`config.mk`:
```
export PLATFORM = sky130hd
export DESIGN_NAME = ioc_port_monitor
export DESIGN_NICKNAME = d
export VERILOG_FILES = /design/src/rtl/ioc_pkg.sv /design/src/rtl/ioc_sync.sv /design/src/rtl/ioc_cfg.sv /design/src/rtl/ioc_port_monitor.sv
export SDC_FILE = /design/constraint.sdc
export NUM_CORES = 1
export LEC_CHECK = 0
export ABC_AREA = 0
export BUFFER_PORTS_ARGS = -buffer_cell sky130_fd_sc_hd__buf_2
export CAP_MARGIN = 0
export CORE_MARGIN = 3
export CORE_UTILIZATION = 51
export DETAILED_ROUTE_END_ITERATION = 10
export HOLD_SLACK_MARGIN = 0.12
export PLACE_DENSITY = 0.83
export SYNTH_ARGS = -nofsm -noshare
export SYNTH_HDL_FRONTEND = slang
export SYNTH_HIERARCHICAL = 1
export SYNTH_SLANG_ARGS = --single-unit
```
`constraint.sdc`:
```
create_clock -name clk -period 1.5 [get_ports clk]
set_clock_uncertainty 0.2 [all_clocks]
set_input_delay 0.075 -clock clk [delete_from_list [all_inputs] [get_ports clk]]
set_output_delay 0.075 -clock clk [all_outputs]
set_load 0.01 [all_outputs]
```
`src/rtl/ioc_pkg.sv`:
```
package ioc_pkg;

    // Default port width and synchroniser depth shared by the block.
    localparam int unsigned IOC_PORT_W   = 8;
    localparam int unsigned IOC_SYNC_DEP = 2;

    // Kind of bus access seen in a cycle.
    typedef enum logic [1:0] {
        ACC_IDLE  = 2'b00,
        ACC_READ  = 2'b01,
        ACC_WRITE = 2'b10
    } acc_kind_e;

    function automatic acc_kind_e decode_access(input logic rd, input logic wr);
        if (wr)      return ACC_WRITE;
        else if (rd) return ACC_READ;
        else         return ACC_IDLE;
    endfunction

endpackage

```
`src/rtl/ioc_sync.sv`:
```
module ioc_sync #(
    parameter int unsigned W      = 8,
    parameter int unsigned STAGES = 2
) (
    input  logic         clk,
    input  logic         por_n,
    input  logic [W-1:0] din,
    output logic [W-1:0] dout
);
    localparam int unsigned LAST = STAGES - 1;

    logic [STAGES-1:0][W-1:0] stg_d, stg_q;

    always_comb begin
        stg_d[0] = din;
        for (int s = 1; s < int'(STAGES); s++) begin
            stg_d[s] = stg_q[s-1];
        end
    end

    always_ff @(posedge clk) begin
        if (!por_n) stg_q <= '0;
        else        stg_q <= stg_d;
    end

    assign dout = stg_q[LAST];
endmodule

```
`src/rtl/ioc_cfg.sv`:
```
module ioc_cfg #(
    parameter int unsigned W = 8
) (
    input  logic         clk,
    input  logic         por_n,
    input  logic         warm_rst_n,
    input  logic         ien_we,
    input  logic [W-1:0] ien_wdata,
    input  logic         asel_we,
    input  logic [W-1:0] asel_wdata,
    output logic [W-1:0] ien_q,
    output logic [W-1:0] asel_q
);
    typedef struct packed {
        logic [W-1:0] ien;
        logic [W-1:0] asel;
    } cfg_t;

    localparam cfg_t CFG_RST = '{ien: '0, asel: '1};

    cfg_t cfg_d, cfg_q;

    always_comb begin
        cfg_d = cfg_q;
        if (ien_we)  cfg_d.ien  = ien_wdata;
        if (asel_we) cfg_d.asel = asel_wdata;
        if (!warm_rst_n) cfg_d = CFG_RST;
    end

    always_ff @(posedge clk) begin
        if (!por_n) cfg_q <= CFG_RST;
        else        cfg_q <= cfg_d;
    end

    assign ien_q  = cfg_q.ien;
    assign asel_q = cfg_q.asel;
endmodule

```
`src/rtl/ioc_port_monitor.sv`:
```
module ioc_port_monitor
    import ioc_pkg::*;
#(
    parameter int unsigned W      = IOC_PORT_W,
    parameter int unsigned STAGES = IOC_SYNC_DEP
) (
    input  logic         clk,
    input  logic         por_n,
    input  logic         warm_rst_n,
    input  logic [W-1:0] pin_i,
    input  logic         ien_we,
    input  logic [W-1:0] ien_wdata,
    input  logic         asel_we,
    input  logic [W-1:0] asel_wdata,
    input  logic         port_rd,
    input  logic         port_wr,
    input  logic         flag_clr,
    input  logic         gie_i,
    output logic [W-1:0] port_rdata,
    output logic         flag_o,
    output logic         wake_o
);
    typedef struct packed {
        logic [W-1:0] snap;
        logic         flag;
        logic         clr_pend;
    } mon_t;

    logic [W-1:0] sync_q;
    logic [W-1:0] ien_q;
    logic [W-1:0] asel_q;
    logic [W-1:0] rd_val;
    logic [W-1:0] diff;
    logic         any_diff;
    acc_kind_e    acc;
    mon_t         st_d, st_q;

    ioc_sync #(.W(W), .STAGES(STAGES)) sync_i (
        .clk   (clk),
        .por_n (por_n),
        .din   (pin_i),
        .dout  (sync_q)
    );

    ioc_cfg #(.W(W)) cfg_i (
        .clk        (clk),
        .por_n      (por_n),
        .warm_rst_n (warm_rst_n),
        .ien_we     (ien_we),
        .ien_wdata  (ien_wdata),
        .asel_we    (asel_we),
        .asel_wdata (asel_wdata),
        .ien_q      (ien_q),
        .asel_q     (asel_q)
    );

    always_comb begin
        st_d     = st_q;
        acc      = decode_access(port_rd, port_wr);
        rd_val   = sync_q & ~asel_q;
        diff     = (rd_val ^ st_q.snap) & ien_q & ~asel_q;
        any_diff = |diff;

        if (acc != ACC_IDLE) st_d.snap = rd_val;

        st_d.flag     = (any_diff && acc == ACC_IDLE) || (st_q.flag && !st_q.clr_pend);
        st_d.clr_pend = flag_clr;

        if (!warm_rst_n) begin
            st_d.snap     = st_q.snap;
            st_d.flag     = 1'b0;
            st_d.clr_pend = 1'b0;
        end
    end

    always_ff @(posedge clk) begin
        if (!por_n) st_q <= '0;
        else        st_q <= st_d;
    end

    assign port_rdata = rd_val;
    assign flag_o     = st_q.flag;
    assign wake_o     = st_q.flag & gie_i;
endmodule

```
* After elaboration in Yosys (flattened, before gate mapping) *
Index checks and enable logic that the tools add are counted.

word-level totals
  bits in registers = 42
  logic and storage cells = 24
  input bits = 33

cells by class
  bitwise operators = 6
  reduce and logical (&&, ||, !) cells = 9
  muxes and demuxes = 2

operators by type and width
  kind                 count
  bitwise AND 8 bit    3
  inverter 8 bit       1
  OR reduction 8 bit   1
  bitwise XOR 8 bit    1
  AND reduction 2 bit  2
  logical AND 1 bit    2
  logical NOT 2 bit    1
  two-way mux 2 bit    1
  nonzero test 2 bit   1
  bitwise AND 1 bit    1
  logical NOT 1 bit    1
  logical OR 1 bit     1
  two-way mux 1 bit    1

* Logic depth before layout (Yosys ltp) *
Gate-level depths: netlist of run 1.

  word-level depth = 8
  depth in mapped cells = 5
  gate-level depth less buffers = 4

* Hierarchy *
Netlist of run 1, hierarchy kept.

by module, submodules not included
  module            cells an instance  area an instance (µm²)  instances
  ioc_port_monitor  72                 580.6                   1
  ioc_cfg           53                 578.1                   1
  ioc_sync          33                 446.7                   1

* Worst setup path before layout of run 1 *
No wires, ideal clock.

  path type = flip-flop to flip-flop
  start point = register st_q[6] in the netlist's numbering
  end point = register st_q, in the netlist flag_o
  path slack = 235 ps
  stages on the path, launching flop included = 5
  data required time = 1174 ps
  data arrival time = 939 ps
  setup time = 126 ps
  cell sequence = dfxtp_1 -> xnor2_1 -> o32ai_1 -> o41ai_1 -> a21oi_1

between the ends
  word-level cells in the longest chain between the ends = 6

RTL lines
  what                             RTL line                RTL
  start, declared                  ioc_port_monitor.sv:36  mon_t st_d, st_q;
  start signal, assigned           ioc_port_monitor.sv:78  else st_q <= st_d;
  bitwise XOR 8 bit                ioc_port_monitor.sv:61  diff = (rd_val ^ st_q.snap) & ien_q & ~asel_q;
  bitwise AND 8 bit (2 in series)  ioc_port_monitor.sv:61
  OR reduction 8 bit               ioc_port_monitor.sv:62  any_diff = |diff;
  logical AND 1 bit                ioc_port_monitor.sv:66  st_d.flag = (any_diff && acc == ACC_IDLE) || (st_q.flag && !st_q.clr_pend);
  logical OR 1 bit                 ioc_port_monitor.sv:66

No other way between the ends.
A chain may end at the register's enable or synchronous reset.

==> results.cfg, run 1 <==
[outcome]
status = complete, no violations

[global_routing]
grt_pass1_vias = 1703
grt_pass1_wl_um = 7950
grt_max_degree = 18
grt_use_total = 0.262
antenna_found_initial = 0
grt_remaining_overflow = 0

[floorplanning]
fp-row-count = 19
dieArea_um2 = 3860
initial_utilization = 0.558
die_w_um = 62.1
ios = 43
coreArea_um2 = 2880
die_y_um = 62.1

[synthesis]
netlist_top_cells_area = dfxtp_1 (52%), mux2i_1 (10%), nand2_1 (6.1%), and2_2 (5.6%), xnor2_1 (4.4%)
yosysWarnings = 6
synthMuxAreaShare = 0.0998
synth_cells = 158
synth_xor_area_frac = 0.0436
yosysTopAreaCell = dfxtp_1
netlist.area_leader.share = 0.524
yosysUniqueCellTypes = 20
synth_area_um2 = 1610
synth-simple-area-share = 0.225
synth_top_family_by_area = simple AND/OR/NAND/NOR gates
syn_nets = 191
ys_seq_area_frac = 0.524
synth_compound_area_frac = 0.0709
ys_ff_latch = 42
synthAdderAreaFrac = 0
syn_avg_cell_area_um2 = 10.2

[setup_path]
critical_path_class = primary input to flip-flop
crit_top_cell = dlygate4sd3_1
path_max_fanout = 1
cpMaxStageDelayCell = dlygate4sd3_1
crit_path_end_kind = flip-flop
cp.arrival_ns = 1.50
cp.required_ns = 1.53
crit_chain = dlygate4sd3_1 -> buf_2 -> mux2i_1 -> dlygate4sd3_1 -> nand2_1
cp-start-kind = primary input
ff2ff_path_depth = 4
slowest_delay_ns = 0.56

[sta]
finalCriticalPeriod_ns = 1.47
worst_pin_slew_ns = 0.479
fin_tns_setup_ns = 0
drv_slew = 0
period_share = 0.978
relSlewSlack = 0.681
finalWorstSetupSlack_ns = 0.0334
setup_violations = 0
hold_viol = 0
grt_setup_unrepaired = no
whs_ns = 0.232
fmax_ghz = 0.682

[power]
powerDensity_nw_per_um2 = 822
leakagePower_nw = 1.04
p_clk_frac = 0.273
pwr-share-seq = 0.586
vdd_drop_max_mv = 0.703
internal_power_mw = 1.54
sw_frac_of_total = 0.229
combPwrFrac = 0.141
p_sw_mw = 0.459
p_total_mw = 2.00

[cts]
cts_tree = yes
htree_levels = 2
postCtsSetupRepairBufs = 0
cts_buffers = 5
insertion_delay_ns = 0.34
path_clk_slew_ns = 0.12
cts_sinks = 42
cts_root_buf = clkbuf_4
clk_path_buf_depth = 2

[run]
cap_violations = 0

[layout]
final_cell_mix = dlygate4sd3_1 (50), buf_2 (42), dfxtp_1 (41), nand2_1 (26), mux2i_1 (15)
drive_above_1_share = 0.271
syn2layout_area_growth_pct = 51.8
finalInstanceArea_um2 = 2440
layout_commonest_cell = dlygate4sd3_1
final_cells = 297
diodes = 0
final_core_util = 0.847
final_nets = 289

[min_path]
hold_path.class = primary input to flip-flop
holdPathStages = 4

[placed_design]
place_inst = 239
io_buffers = 42
place_hpwl_um = 2390
gp_routability_congestion = 0.828
dp_slack_ns = 0.116
post_dp_cell_area_um2 = 1840

[detailed_routing]
vias = 1546
firstDrtPassIters = 4
via_per_inst = 5.21
wl_um = 4710
drt_iter0_markers = 112
route.detailed.drc = 0
routedWlPerCell_um = 15.8
antenna_left = 0
==> power by group through the flow <==
stage / Sequential, mW / Clock, mW / Combinational (mW)
floorplan: 1.19 / 0 / 0.0946
global placement: 1.19 / 0 / 0.146
detailed placement: 1.19 / 0 / 0.153
CTS: 1.17 / 0.543 / 0.273
global route: 1.18 / 0.605 / 0.306
finish: 1.17 / 0.547 / 0.282
==> Yosys cell counts <==
cell type / count
mux2i_1: 16
buf_6: 3
or2b_2: 3
o41ai_1: 1
a21oi_1: 1
a21boi_0: 8
xnor2_1: 8
and3_1: 1
or2b_1: 1
nand2b_1: 1
o21ai_1: 1
and2_1: 6
o32ai_1: 4
nor2_1: 9
inv_1: 4
dfxtp_1: 42
nor2b_1: 9
nand2_1: 26
buf_2: 2
and2_2: 12
==> sequential cells by signal, summed over array words and instances, names as in the netlist <==
signal,count
sync_i/stg_d,8
cfg_i/ien_q,8
flag_o,1
sync_i/dout,8
cfg_i/asel_q,8
st_q,9
==> cell type report <==
class,instances,area (µm²)
Timing Repair Buffer,96,751
Clock buffer,6,51.3
Tap cell,42,52.6
Inverter,4,15.0
Sequential cell,42,842
Fill cell,151,440
Multi-Input combinational cell,107,724
==> logic make-up after synthesis <==
| kind of cell | after synthesis |
|---|---|
| AND/OR/NAND/NOR | 68 |
| buffers and inverters | 9 |
| multiplexers | 16 |
| XOR/XNOR | 8 |
| flip-flops | 42 |
| AO/OA/AOI/OAI | 15 |
==> path summary, 6_finish.rpt <==
path                    start               to  slack, ns
max reg2reg           st_q[9]           flag_o       0.03
min                    ien_we   cfg_i/ien_q[6]       0.23
max             asel_wdata[5]  cfg_i/asel_q[5]       0.03
min reg2reg  sync_i/stg_d[14]   sync_i/dout[6]       0.26
==> timing repair <==
item | CTS | global route
resized for setup | 0 | 6
setup endpoints to repair | 0 | 14
hold buffers | 56 | 2
hold endpoints to repair | 42 | 6
==> per-layer routing <==
| layer | GRT usage | part of all wire |
|---|---|---|
| met5 | 0 | 0 |
| met4 | 0.124 | 0.027 |
| met3 | 0.0595 | 0.064 |
| met2 | 0.495 | 0.54 |
| met1 | 0.271 | 0.37 |
==> critical path: cells and delay by family <==
kind / cells / cell delay (ns)
buf+inv: 3 / 1.22
mux: 1 / 0.13
simple gates: 1 / 0.06
No activity file was read; power rests on OpenSTA's default activity.
==> run 2, diff against run 1 <==
--- a/config.mk
+++ b/config.mk
@@ -8,11 +8,10 @@
 export ABC_AREA = 0
 export BUFFER_PORTS_ARGS = -buffer_cell sky130_fd_sc_hd__buf_2
 export CAP_MARGIN = 0
-export CORE_MARGIN = 3
-export CORE_UTILIZATION = 51
+export CORE_UTILIZATION = 41
 export DETAILED_ROUTE_END_ITERATION = 10
 export HOLD_SLACK_MARGIN = 0.12
-export PLACE_DENSITY = 0.83
+export PLACE_DENSITY = 0.7
 export SYNTH_ARGS = -nofsm -noshare
 export SYNTH_HDL_FRONTEND = slang
 export SYNTH_HIERARCHICAL = 1
==> results.cfg, run 2 (synthesis results as in run 1) <==
[outcome]
status = complete, no violations

[layout]
drive_above_1_share = 0.272
final_nets = 282
max_flop_register = st_q
syn2layout_area_growth_pct = 49.7
final_cell_mix = dlygate4sd3_1 (44), dfxtp_1 (42), buf_2 (42), nand2_1 (26), mux2i_1 (16)
largest_register_ffs = 9
layout_commonest_cell = dlygate4sd3_1
n_fill_cell = 313
diodes = 0

[sta]
relSlewSlack = 0.741
finalWorstSetupSlack_ns = 0.0233
worst_pin_slew_ns = 0.388
hold_viol = 0
drv_slew = 0
setup_violations = 0
fin_tns_setup_ns = 0
grt_setup_unrepaired = no
period_share = 0.984
fmax_ghz = 0.677
finalCriticalPeriod_ns = 1.48

[detailed_routing]
drt_iter0_markers = 57
antenna_left = 0
via_per_inst = 4.43
wl_um = 3480
route.detailed.drc = 0
vias = 1321
firstDrtPassIters = 4
routedWlPerCell_um = 11.7

[setup_path]
crit_top_cell = dlygate4sd3_1
path_max_fanout = 1
slowest_delay_ns = 0.56
cp.arrival_ns = 1.46
cpMaxStageDelayCell = dlygate4sd3_1
cp-start-kind = primary input
cp.required_ns = 1.48
critical_path_class = primary input to flip-flop
crit_path_end_kind = flip-flop
crit_chain = dlygate4sd3_1 -> buf_2 -> mux2i_1 -> dlygate4sd3_1 -> nor2_1

[floorplanning]
coreArea_um2 = 3720
dieArea_um2 = 4170
die_y_um = 64.6
initial_utilization = 0.432
die_w_um = 64.6
fp-row-count = 22
ios = 43

[cts]
path_clk_slew_ns = 0.07
postCtsSetupRepairBufs = 0
cts_tree = yes
cts_sinks = 42
cts_root_buf = clkbuf_8
insertion_delay_ns = 0.30
cts_buffers = 5
clk_path_buf_depth = 2
htree_levels = 2

[power]
p_total_mw = 2.28
powerDensity_nw_per_um2 = 947
vdd_drop_max_mv = 0.573
leakagePower_nw = 1.02

[min_path]
hold_path.class = primary input to primary output

[global_routing]
grt_pass1_wl_um = 5950
grt_use_total = 0.191
grt_pass1_vias = 1356
antenna_found_initial = 0
grt_remaining_overflow = 0
grt_max_degree = 14

[placed_design]
io_buffers = 42
dp_slack_ns = 0.108
place_hpwl_um = 2130
gp_routability_congestion = 0.733

[run]
cap_violations = 0
-- run 2: cell types whose count changed in the layout (fill, tap and decap cells not counted), sizes merged --
cell / change
buf: +1
bufinv: +1
clkbuf: -1
clkinv: +2
dlygate4sd3: -6
dlymetal6s4s: -2
-- run 2: final timing paths --
path,start,to,slack [ns],depth (start not counted)
worst min register to register,sync_i/stg_d[13],sync_i/dout[5],0.25,1
worst max-delay path,ien_wdata[3],cfg_i/ien_q[3],0.02,5
worst max register to register,st_q[3],flag_o,0.10,4
worst min-delay path,gie_i,wake_o,0.24,3
-- run 2: metal layers --
metal,track usage,part of all wire,up-vias
met1,0.206,0.44,592
li1,-,-,693
met3,0.0528,0.034,7
met4,0.0750,0.017,0
met2,0.350,0.51,29
met5,0,0,-
-- run 2: power breakdown --
part / leakage [nW] / switching [mW] / internal (mW)
Clock: 0.0579 / 0.372 / 0.489
Sequential: 0.344 / 0.0175 / 1.15
Combinational: 0.618 / 0.0866 / 0.161
Total: 1.02 / 0.476 / 1.80
-- run 2: repair_timing --
item                                   in CTS  in global routing
endpoints found under the hold margin      34                 11
hold buffers                               53                  2
setup endpoints to repair                   0                 11
resized for setup                           0                  0
-- run 2: stage by stage --
stage                     hold WS [ns]  utilization  area (µm²)  std cells
after floorplan               -0.00891            -        1610        158
after global placement          0.0846        0.499        1850        246
after detailed placement        0.0839        0.499        1850        246
after CTS                        0.244        0.671        2490        307
after global routing             0.258        0.647        2400        298
final                            0.241        0.647        2400        298
-- run 2: layout make-up --
class,instances,area [µm²],area share
Inverter,4,15.0,0.00625
Tap cell,48,60.1,0.0250
Sequential cell,42,841,0.350
Multi-Input combinational cell,107,706,0.294
Timing Repair Buffer,89,673,0.280
Clock buffer,5,68.8,0.0286
Clock inverter,3,40.0,0.0167
-- run 2: worst max-delay path, delay by kind of cell --
kind                   cells  cell delay [ns]
buffers and inverters      3             1.23
muxes                      1             0.11
and+or+nand+nor            1             0.04
==> run 3, diff against run 2 <==
--- a/config.mk
+++ b/config.mk
@@ -7,11 +7,11 @@
 export LEC_CHECK = 0
 export ABC_AREA = 0
 export BUFFER_PORTS_ARGS = -buffer_cell sky130_fd_sc_hd__buf_2
-export CAP_MARGIN = 0
 export CORE_UTILIZATION = 41
+export CTS_BUF_LIST = sky130_fd_sc_hd__clkbuf_8
 export DETAILED_ROUTE_END_ITERATION = 10
 export HOLD_SLACK_MARGIN = 0.12
-export PLACE_DENSITY = 0.7
+export PLACE_DENSITY_LB_ADDON = 0.25
 export SYNTH_ARGS = -nofsm -noshare
 export SYNTH_HDL_FRONTEND = slang
 export SYNTH_HIERARCHICAL = 1
==> results.cfg, run 3 (synthesis results as in run 1) <==
[outcome]
status = complete, no violations

[floorplanning]
coreArea_um2 = 3720
ios = 43
die_w_um = 64.6
dieArea_um2 = 4170
fp-row-count = 22
die_y_um = 64.6
initial_utilization = 0.432

[cts]
cts_sinks = 42
cts_tree = yes
cts_buffers = 5
path_clk_slew_ns = 0.08
htree_levels = 2
cts_root_buf = clkbuf_8
clk_path_buf_depth = 2
insertion_delay_ns = 0.29

[layout]
diodes = 0
final_cell_mix = dlygate4sd3_1 (43), dfxtp_1 (42), buf_2 (41), nand2_1 (26), mux2i_1 (16)
drive_above_1_share = 0.281
syn2layout_area_growth_pct = 52.3
n_fill_cell = 307
layout_commonest_cell = dlygate4sd3_1
final_core_util = 0.658
final_nets = 281
max_flop_register = st_q
largest_register_ffs = 9

[sta]
fmax_ghz = 0.669
finalCriticalPeriod_ns = 1.50
period_share = 0.997
relSlewSlack = 0.753
fin_tns_setup_ns = 0
setup_violations = 0
worst_pin_slew_ns = 0.369
finalWorstSetupSlack_ns = 0.00453
drv_slew = 0
grt_setup_unrepaired = no
hold_viol = 0

[power]
pwr-share-seq = 0.470
leakagePower_nw = 1.04
vdd_drop_max_mv = 0.682
p_sw_mw = 0.470
combPwrFrac = 0.101
internal_power_mw = 2.02
p_total_mw = 2.49
powerDensity_nw_per_um2 = 1020
p_clk_frac = 0.430
sw_frac_of_total = 0.189

[setup_path]
path_depth = 4
slowest_delay_ns = 0.57
critical_path_class = primary input to flip-flop
cp.arrival_ns = 1.47
rr_endpoint = flag_o
crit_family = buffers and inverters
reg2reg_slack_ns = 0.12
crit_top_cell = dlygate4sd3_1
timing.rr.start = sync_i/dout[4]
cp_num_buf_inv = 3
cp-start-kind = primary input
path_max_fanout = 6
crit_path_end_kind = flip-flop
cp.required_ns = 1.48
crit_chain = dlygate4sd3_1 -> buf_6 -> and3_1 -> dlygate4sd3_1
ff2ff_path_depth = 4
cpMaxStageDelayCell = dlygate4sd3_1

[min_path]
min_from = sync_i/stg_d[8]
hold_end = sync_i/dout[0]
hold_path.class = flip-flop to flip-flop
holdPathStages = 1

[global_routing]
grt_pass1_vias = 1434
grt_use_total = 0.203
antenna_found_initial = 0
grt_pass1_wl_um = 6320
grt_max_degree = 14
grt_remaining_overflow = 0

[detailed_routing]
routedWlPerCell_um = 13.1
wl_um = 3880
antenna_left = 0
vias = 1378
firstDrtPassIters = 6
route.detailed.drc = 0
via_per_inst = 4.64
drt_iter0_markers = 63

[run]
cap_violations = 0

[placed_design]
gp_routability_congestion = 0.794
io_buffers = 42
dp_slack_ns = 0.140
place_hpwl_um = 2290
==> run 3: power groups by stage <==
| stage | sequential, mW | clock (mW) | combinational, mW |
|---|---|---|---|
| detailed placement | 1.19 | 0 | 0.154 |
| global route | 1.17 | 1.14 | 0.275 |
| global placement | 1.19 | 0 | 0.151 |
| floorplan | 1.19 | 0 | 0.0946 |
| finish | 1.17 | 1.07 | 0.251 |
| CTS | 1.17 | 1.09 | 0.260 |
==> run 3: routing by layer <==
metal	part of all wire	GRT usage	vias up
met5	0	0	-
met4	0.013	0.0778	0
met3	0.041	0.0599	4
met2	0.54	0.387	47
met1	0.41	0.205	638
li1	-	-	689
==> run 3: cell type report <==
class,count,area (µm²),share of cell area
inverters,4,15.0,0.00614
multi-input cells,107,717,0.293
clock buffers,6,82.6,0.0338
flip-flops and latches,42,841,0.344
well taps,48,60.1,0.0246
clock inverters,2,60.1,0.0246
repair buffers,88,669,0.274
==> run 3: through the flow <==
step                      hold WS, ns  std cells  instance area [µm²]
after CTS                       0.245        303                 2490
after global placement         0.0858        246                 1850
final                           0.248        297                 2440
after global routing            0.268        297                 2440
after detailed placement       0.0853        246                 1850
after floorplan              -0.00891        158                 1610
==> run 3: worst reg2reg max path, stage by stage (launching register included) <==
cell and delay (ns):
dfxtp_1 0.36, xnor2_1 0.13, o32ai_1 0.10, o41ai_2 0.38
a21oi_2 0.10
==> run 3: repair_timing <==
action	CTS	global route
endpoints found under the hold margin	34	8
hold buffers	49	2
resized for setup	0	4
setup buffers	0	0
setup endpoints to repair	0	10
==> run 3: how the worst max path moves through the flow <==
stage,start,endpoint,slack (ns)
2_1_floorplan,st_q[6],flag_o,0.24
3_3_place_gp,st_q[6],flag_o,0.17
3_5_place_dp,st_q[6],flag_o,0.14
4_1_cts,asel_wdata[0],cfg_i/asel_q[0],0.04
5_1_grt,ien_wdata[4],cfg_i/ien_q[4],0.003
6_report,warm_rst_n,st_q[0],0.005
